===== config.mk =====
export PLATFORM = sky130hd
export DESIGN_NAME = pd_rx_top
export DESIGN_NICKNAME = d
export VERILOG_FILES = /design/src/rtl/pd_pkg.sv /design/src/rtl/pd_chan.sv /design/src/rtl/pd_gate.sv /design/src/rtl/pd_rx_top.sv
export SDC_FILE = /design/constraint.sdc
export NUM_CORES = 1
export LEC_CHECK = 0
export BUFFER_PORTS_ARGS = -buffer_cell sky130_fd_sc_hd__buf_4
export CAP_MARGIN = 20
export CORE_UTILIZATION = 52
export CTS_CLUSTER_SIZE = 24
export DETAILED_ROUTE_END_ITERATION = 8
export GPL_TIMING_DRIVEN = 0
export HOLD_SLACK_MARGIN = 0.03
export PLACE_DENSITY = 0.84
export SLEW_MARGIN = 15
export SYNTH_ARGS = -nofsm -noshare
export SYNTH_HDL_FRONTEND = slang
export SYNTH_SLANG_ARGS = --single-unit

===== constraint.sdc =====
create_clock -name clk -period 1.8 [get_ports clk]
set_input_delay 0.18 -clock clk [delete_from_list [all_inputs] [get_ports clk]]
set_output_delay 0.18 -clock clk [all_outputs]
set_load 0.02 [all_outputs]

===== src/rtl/pd_pkg.sv =====
package pd_pkg;

  // Classification of the strobes seen on one channel in one cycle.
  typedef enum logic [1:0] {
    EV_NONE = 2'd0,
    EV_ON   = 2'd1,
    EV_OFF  = 2'd2,
    EV_BOTH = 2'd3
  } pd_ev_e;

  function automatic pd_ev_e pd_classify(input logic on_s, input logic off_s);
    pd_ev_e ev;
    case ({off_s, on_s})
      2'b01:   ev = EV_ON;
      2'b10:   ev = EV_OFF;
      2'b11:   ev = EV_BOTH;
      default: ev = EV_NONE;
    endcase
    return ev;
  endfunction

endpackage


===== src/rtl/pd_chan.sv =====
// One channel: bistable level latch plus loss-of-strobe watchdog.
module pd_chan #(
  parameter int unsigned TIMEOUT_CYC = 600,
  localparam int unsigned CW = $clog2(TIMEOUT_CYC + 1)
) (
  input  logic clk,
  input  logic rst_n,
  input  logic on_i,
  input  logic off_i,
  output logic level_o,
  output logic expired_o
);
  import pd_pkg::*;

  localparam logic [CW-1:0] LIM    = CW'(TIMEOUT_CYC);
  localparam logic [CW-1:0] LIM_M1 = CW'(TIMEOUT_CYC - 1);

  pd_ev_e          ev;
  logic            hit;
  logic            lvl_r, lvl_n;
  logic [CW-1:0]   cnt_r, cnt_n;
  logic            cnt_en;

  // next-state
  always_comb begin
    ev     = pd_classify(on_i, off_i);
    hit    = (ev != EV_NONE);
    cnt_en = hit || (cnt_r != LIM);
    cnt_n  = hit ? '0 : cnt_r + 1'b1;
    case (ev)
      EV_ON:   lvl_n = 1'b1;
      EV_OFF:  lvl_n = 1'b0;
      EV_BOTH: lvl_n = lvl_r;
      default: lvl_n = (cnt_r >= LIM_M1) ? 1'b0 : lvl_r;
    endcase
  end

  // registers
  always_ff @(posedge clk or negedge rst_n) begin
    if (!rst_n) begin
      lvl_r <= 1'b0;
      cnt_r <= LIM;
    end else begin
      lvl_r <= lvl_n;
      if (cnt_en) cnt_r <= cnt_n;
    end
  end

  assign level_o   = lvl_r;
  assign expired_o = (cnt_r == LIM);

endmodule


===== src/rtl/pd_gate.sv =====
// Output gating: watchdog, supply lockout and optional interlock.
module pd_gate #(
  parameter int unsigned NCH = 2
) (
  input  logic [NCH-1:0] level_i,
  input  logic [NCH-1:0] expired_i,
  input  logic           pwr_ok_i,
  input  logic           excl_i,
  output logic [NCH-1:0] drive_o
);
  logic [NCH-1:0] pass;

  always_comb begin
    pass = level_i & ~expired_i & {NCH{pwr_ok_i}};
    if (excl_i && ($countones(pass) > 1))
      drive_o = '0;
    else
      drive_o = pass;
  end

endmodule


===== src/rtl/pd_rx_top.sv =====
module pd_rx_top #(
  parameter int unsigned NCH         = 2,
  parameter int unsigned TIMEOUT_CYC = 600
) (
  input  logic           clk,
  input  logic           rst_n,
  input  logic           supply_ok,
  input  logic           mode_excl,
  input  logic [NCH-1:0] set_pulse,
  input  logic [NCH-1:0] clr_pulse,
  output logic [NCH-1:0] drive
);
  logic [1:0]     rst_sync;
  logic           rst_n_i;
  logic           pwr_q;
  logic [NCH-1:0] lvl;
  logic [NCH-1:0] expd;

  // asynchronous assert, synchronous release
  always_ff @(posedge clk or negedge rst_n) begin
    if (!rst_n) rst_sync <= 2'b00;
    else        rst_sync <= {rst_sync[0], 1'b1};
  end
  assign rst_n_i = rst_sync[1];

  always_ff @(posedge clk or negedge rst_n_i) begin
    if (!rst_n_i) pwr_q <= 1'b0;
    else          pwr_q <= supply_ok;
  end

  for (genvar g = 0; g < NCH; g++) begin : g_ch
    pd_chan #(.TIMEOUT_CYC(TIMEOUT_CYC)) chan_i (
      .clk      (clk),
      .rst_n    (rst_n_i),
      .on_i     (set_pulse[g]),
      .off_i    (clr_pulse[g]),
      .level_o  (lvl[g]),
      .expired_o(expd[g])
    );
  end

  pd_gate #(.NCH(NCH)) gate_i (
    .level_i  (lvl),
    .expired_i(expd),
    .pwr_ok_i (pwr_q),
    .excl_i   (mode_excl),
    .drive_o  (drive)
  );

endmodule


======== Word level (Yosys, flattened, before mapping) ========
Index checks and enable logic that the tools add are counted.
cells by class
  add/sub/neg operators ................... 3
  magnitude comparators ................... 3
  eq/ne operators ......................... 16
  multiplexer cells ....................... 9
  bitwise operators ....................... 5
  reductions and logical operators ........ 9
operators by type and width
  cell                                                            number
  greater-than comparator 32 x 2 -> 1 bit, second input constant  1
  adder 10 x 1 -> 10 bit, second input constant                   2
  == test 10 bit, second input constant                           2
  greater-or-equal comparator 10 bit, second input constant       2
  two-way mux 10 bit                                              2
  != test 10 bit, second input constant                           2
  == test 2 bit, second input constant                            8
  case mux 2 bit (3 select lines)                                 2
  == test 2 x 1 -> 1 bit, second input constant                   4
  case mux 1 bit (3 select lines)                                 2
  nonzero test 3 bit                                              2
  bitwise AND 2 bit                                               2
  AND reduction 2 bit                                             2
  nonzero test 2 bit                                              2
  adder 1 x 1 -> 2 bit                                            1
  logical OR 1 bit                                                2
  two-way mux 1 bit                                               2
  two-way mux 2 bit                                               1
  NOT 1 bit                                                       2
  NOT 2 bit                                                       1
  logical AND 1 bit                                               1
storage, ports and cells
  flip-flop bits (word level) ............. 25
  bits of input ports ..................... 8
  output and inout port bits .............. 2
  logic and storage cells ................. 51

======== Logic depth before layout (Yosys ltp) ========
  word-level depth ........................ 8
  mapped depth ............................ 6
  gate-level depth less buffers ........... 6

======== Cells and area by module ========
From an unflattened synthesis, not the netlist that was laid out.
second synthesis, totals
  cell total of the unflattened synthesis .. 144
  area, all modules ....................... 1443.9 µm²
modules (own cells, without submodules)
  module                     times used  cells an instance  area each (µm²)  sequential area each (µm²)
  pd_chan at g_ch[0].chan_i  1           63                 670.6            280.3
  pd_chan at g_ch[1].chan_i  1           73                 659.4            280.3
  pd_rx_top                  1           4                  78.8             75.1
  pd_gate                    1           4                  35.0             0.0

======== Least setup slack after synthesis ========
No wires, ideal clock.
  kind .................................... register -> output
  start ................................... reg g_ch[0].chan_i.cnt_r[0]
  end ..................................... out drive[1]
  data arrival time ....................... 1.827 ns
  required time ........................... 1.620 ns
  setup slack ............................. -0.207 ns
  cell stages (with the launch flop) ...... 7
  buffers on the path ..................... 0
  cell sequence ........................... dfrtp_1 > inv_1 > ha_1 > or4b_4 > nor4_4 > nor2_1 > a21oi_1
between the ends
  longest elaborated chain between the ends .. 8
ends and longest elaborated chain
  element                                     RTL line         RTL
  start, declared                             pd_chan.sv:21    logic [CW-1:0] cnt_r, cnt_n;
  start signal, assigned                      pd_chan.sv:45    if (cnt_en) cnt_r <= cnt_n;
  == test 10 bit                              pd_chan.sv:50    assign expired_o = (cnt_r == LIM);
  NOT 2 bit                                   pd_gate.sv:14    pass = level_i & ~expired_i & {NCH{pwr_ok_i}};
  bitwise AND 2 bit (2 in a row)              pd_gate.sv:14
  adder 1 x 1 -> 2 bit (not written as such)  pd_gate.sv:15    if (excl_i && ($countones(pass) > 1))
  greater-than comparator 32 x 2 -> 1 bit     pd_gate.sv:15
  logical AND 1 bit                           pd_gate.sv:15
  two-way mux 2 bit                           pd_gate.sv:15
  end, declared                               pd_rx_top.sv:11  output logic [NCH-1:0] drive
No other way between the ends.

======== Worst setup path after layout ========
  start ................................... reg g_ch[0].chan_i.cnt_r[0]
  end ..................................... out drive[0]
between the ends
  longest elaborated chain between the ends .. 8
ends and longest elaborated chain
  element                                     RTL line
  == test 10 bit *                            pd_chan.sv:50
  NOT 2 bit *                                 pd_gate.sv:14
  bitwise AND 2 bit * (2 in a row)            pd_gate.sv:14
  adder 1 x 1 -> 2 bit (not written as such)  pd_gate.sv:15
  greater-than comparator 32 x 2 -> 1 bit     pd_gate.sv:15
  logical AND 1 bit                           pd_gate.sv:15
  two-way mux 2 bit *                         pd_gate.sv:15
Every way passes the cells marked *; elsewhere a longest branch is shown, timed or not.

==> reports/summary.md <==
### Run status
• **status** complete, but fails checks
• **violations in the final reports** negative setup slack

### Final layout
• **layout overhead on the synthesized area** 16.9%
• **number of antenna cells inserted** 0
• **Finished Layout Cells** 184
• **NumNets Final** 169
• **utilization after layout** 66.9%
• **share of layout cells above drive strength 1** 23.7%

### Timing
• **Max Freq** 0.455 GHz
• **final worst clock skew** 5.78 ps
• **max-slew violation count** 0
• **min Tclk post-route** 2200 ps
• **share of the clock period used by the worst path** 122%
• **Final setup viols** 3
• **headroom to the max-slew limit** 39.8%
• **worst-case setup margin in the final layout** -396 ps
• **Least-Margin Pin Slew** 903 ps
• **total count of hold-check failures in the final report** 0
• **setup repair after global routing missed its margin** true

### Power
• **Leakage Power** 0.615 nW
• **Power per Cell Area** 615 nW/um^2
• **maximum vdd ir drop** 0.482 mV
• **post-layout total power** 0.937 mW

### Global routing
• **GRT Residual Overflow** 0
• **via count of the first global-routing pass** 1002
• **largest net degree at the start of global routing** 24
• **Global Route Usage Sum** 23.8%
• **first-pass GRT wire length** 4.51 mm
• **antenna violations before repair** 0

### Route
• **final routed DRC violation total** 0
• **Detail Route Antenna Nets** 0
• **detailed-route via count** 1044
• **routed len/inst** 14.3 um
• **1st-pass router iterations** 4
• **routed via count divided by cell count** 5.67
• **drt first-iter violations** 35
• **total wirelength of the detailed-routed design** 2.64 mm

### Logic synthesis
• **most instantiated library cell after synthesis** sky130_fd_sc_hd__nor2_1
• **proportion of synthesized chip area in sequential cells** 48.8%
• **Netlist Area Pre-Place** 1300 um^2
• **biggest area contributors in the synthesized netlist** sky130_fd_sc_hd__dfrtp_1, sky130_fd_sc_hd__dfstp_2, sky130_fd_sc_hd__nor2_1, sky130_fd_sc_hd__xnor2_1, sky130_fd_sc_hd__ha_1
• **top cell type by total area after synthesis** sky130_fd_sc_hd__dfrtp_1
• **net count after synthesis** 147
• **warnings from Yosys** 0
• **mean instance size in the synthesized netlist** 9.65 um^2
• **top cells by instance count after synthesis** sky130_fd_sc_hd__nor2_1, sky130_fd_sc_hd__dfrtp_1, sky130_fd_sc_hd__inv_1
• **Synth Instances** 135
• **flops & latches, synth** 25
• **FFs w/ async S/R, synth** 100%
• **main flop type after synthesis** sky130_fd_sc_hd__dfrtp_1
• **number of synthesized flops with an enable pin** 0
• **count of unique library cells instantiated by Yosys** 33
• **area share of the leading cell type in the synthesized netlist** 32.7%

### Die
• **number of placement rows** 17
• **Core Region** 2280 um^2
• **vertical extent of the die** 52.1 um
• **width of the die** 52.1 um
• **total die area** 2710 um^2
• **number of placed I/O pins** 10
• **initial core utilization** 57.2%

### Placement
• **final weighted congestion in routability-driven placement** 0.835
• **post-detail-place hpwl** 1.81 mm
• **cell count after placement** 172
• **quantity of I/O buffers inserted on ports** 9

### Clocking
• **clock latency on the worst-skew pair** 330 ps
• **clock sinks** 25
• **clock tree from TritonCTS** built
• **number of clock buffers inserted by TritonCTS** 3
• **maximum buffer depth of the clock tree** 2
• **H-tree depth** 1
• **clock-pin transition on the worst setup and hold timing paths** 130 ps
• **clock root buffer** sky130_fd_sc_hd__clkbuf_4

### Hold path
• **path class of the lowest-slack min-delay path** in2reg

### Worst setup path
• **maximum fanout along the worst path** 2
• **category of the critical setup timing path** reg2out
• **required time of the critical path** 1620 ps
• **category of the worst setup path capture point** primary output
• **Startpoint Class** flip-flop
• **Critical Path AT** 2020 ps

### Run
• **Maximum Capacitance Violations** 0

report_power, final:
part / switching [mW] / internal [mW] / total (mW)
clock: 0.168 / 0.0835 / 0.252
combinational: 0.0432 / 0.0488 / 0.0920
sequential: 0.0186 / 0.574 / 0.593
total: 0.230 / 0.706 / 0.937
kinds of logic (layout without fill, tap and decap cells):
| logic type | after synthesis | in the layout | share of synthesized area, % |
|---|---|---|---|
| AOI/OAI and AO/OA | 18 | 18 | 8.55 |
| adders and majority gates | 4 | 4 | 3.84 |
| xor gates and xnor gates | 13 | 13 | 8.74 |
| DFF | 25 | 25 | 48.8 |
| muxes | 3 | 3 | 2.40 |
| and+or+nand+nor | 59 | 59 | 23.9 |
| other | 1 | 1 | 0.288 |
| buffers and inverters | 12 | 33 | 3.46 |
layout make-up:
cell class	count	area, um^2
fill	181	753
multi-input combinational	98	641
sequential	25	636
timing repair buffer	17	139
inverter	10	37.5
tap	28	35.0
clock buffer	3	22.5
buffer	2	7.51
clock inverter	1	5.00
placed cells by master, fill, tap and decap left out, types with 2 or more instances in the layout:
master                          instances
sky130_fd_sc_hd__nand3_1                9
sky130_fd_sc_hd__nor2_1                18
sky130_fd_sc_hd__o41ai_1                2
sky130_fd_sc_hd__inv_1                  9
sky130_fd_sc_hd__xor2_1                 5
sky130_fd_sc_hd__dfrtp_1               17
sky130_fd_sc_hd__buf_4                 13
sky130_fd_sc_hd__xnor2_1                7
sky130_fd_sc_hd__dfstp_2                8
sky130_fd_sc_hd__o21ai_0                6
sky130_fd_sc_hd__clkbuf_1               2
sky130_fd_sc_hd__dlygate4sd3_1          3
sky130_fd_sc_hd__or3_1                  3
sky130_fd_sc_hd__mux2i_1                2
sky130_fd_sc_hd__or2_2                  2
sky130_fd_sc_hd__nand2_1                8
sky130_fd_sc_hd__nand4_1                3
sky130_fd_sc_hd__ha_1                   4
sky130_fd_sc_hd__a21oi_1                5
sky130_fd_sc_hd__nor3_1                 5
sky130_fd_sc_hd__clkbuf_4               3
timing repair:
action                                  4_1_cts  5_1_grt
endpoints found under the hold margin         4        0
endpoints found under the setup margin        3        5
pin swaps                                     3        2
hold buffers                                  3        0
gates resized for setup                       3        1
buffers inserted                              4        1
final timing paths:
kind | end | start | cells after the start | slack [ps]
max in group asynchronous | g_ch[1].chan_i.cnt_r[8] | rst_sync[1] | 0 | 860
hold / removal | g_ch[1].chan_i.level_o | set_pulse[1] | 3 | 120
setup / recovery | drive[0] | g_ch[0].chan_i.cnt_r[0] | 7 | -400
min in group asynchronous | rst_sync[1] | rst_n | 2 | 150
hold reg to reg | rst_sync[1] | rst_sync[0] | 0 | 370
setup reg to reg | g_ch[0].chan_i.cnt_r[1] | g_ch[0].chan_i.cnt_r[0] | 7 | -50
worst max-delay path: stages (launching register included):
cell	delay (ps)
sky130_fd_sc_hd__dfrtp_1	410
sky130_fd_sc_hd__inv_2	60
sky130_fd_sc_hd__ha_1	150
sky130_fd_sc_hd__or4b_4	480
sky130_fd_sc_hd__nor4_4	200
sky130_fd_sc_hd__nor2_2	100
sky130_fd_sc_hd__and3_4	160
sky130_fd_sc_hd__buf_6	120
layer usage:
layer | GRT usage (%) | routed length [um] | up-vias
met4 | 11.7 | 48 | 0
met5 | 0 | 0 | -
li1 | - | - | 503
met2 | 38.2 | 1270 | 30
met1 | 29.2 | 1220 | 507
met3 | 6.14 | 99 | 4
through the flow:
step	hold WS (ps)	instance area [um^2]	TNS (ps)	setup slack (ps)
after floorplan	-116	1310	-47.3	-24.3
after global placement	-37.9	1410	-287	-182
after detailed placement	-36.6	1410	-354	-212
after CTS	112	1510	-916	-422
after global routing	107	1520	-1260	-498
final	119	1520	-828	-396
state kept, by name, summed over array words and instances (netlist names):
signal and count:
g_ch.chan_i.level_o 2, g_ch.chan_i.cnt_r 20, pwr_q 1, rst_sync 2
(Power assumes the default switching activity.)
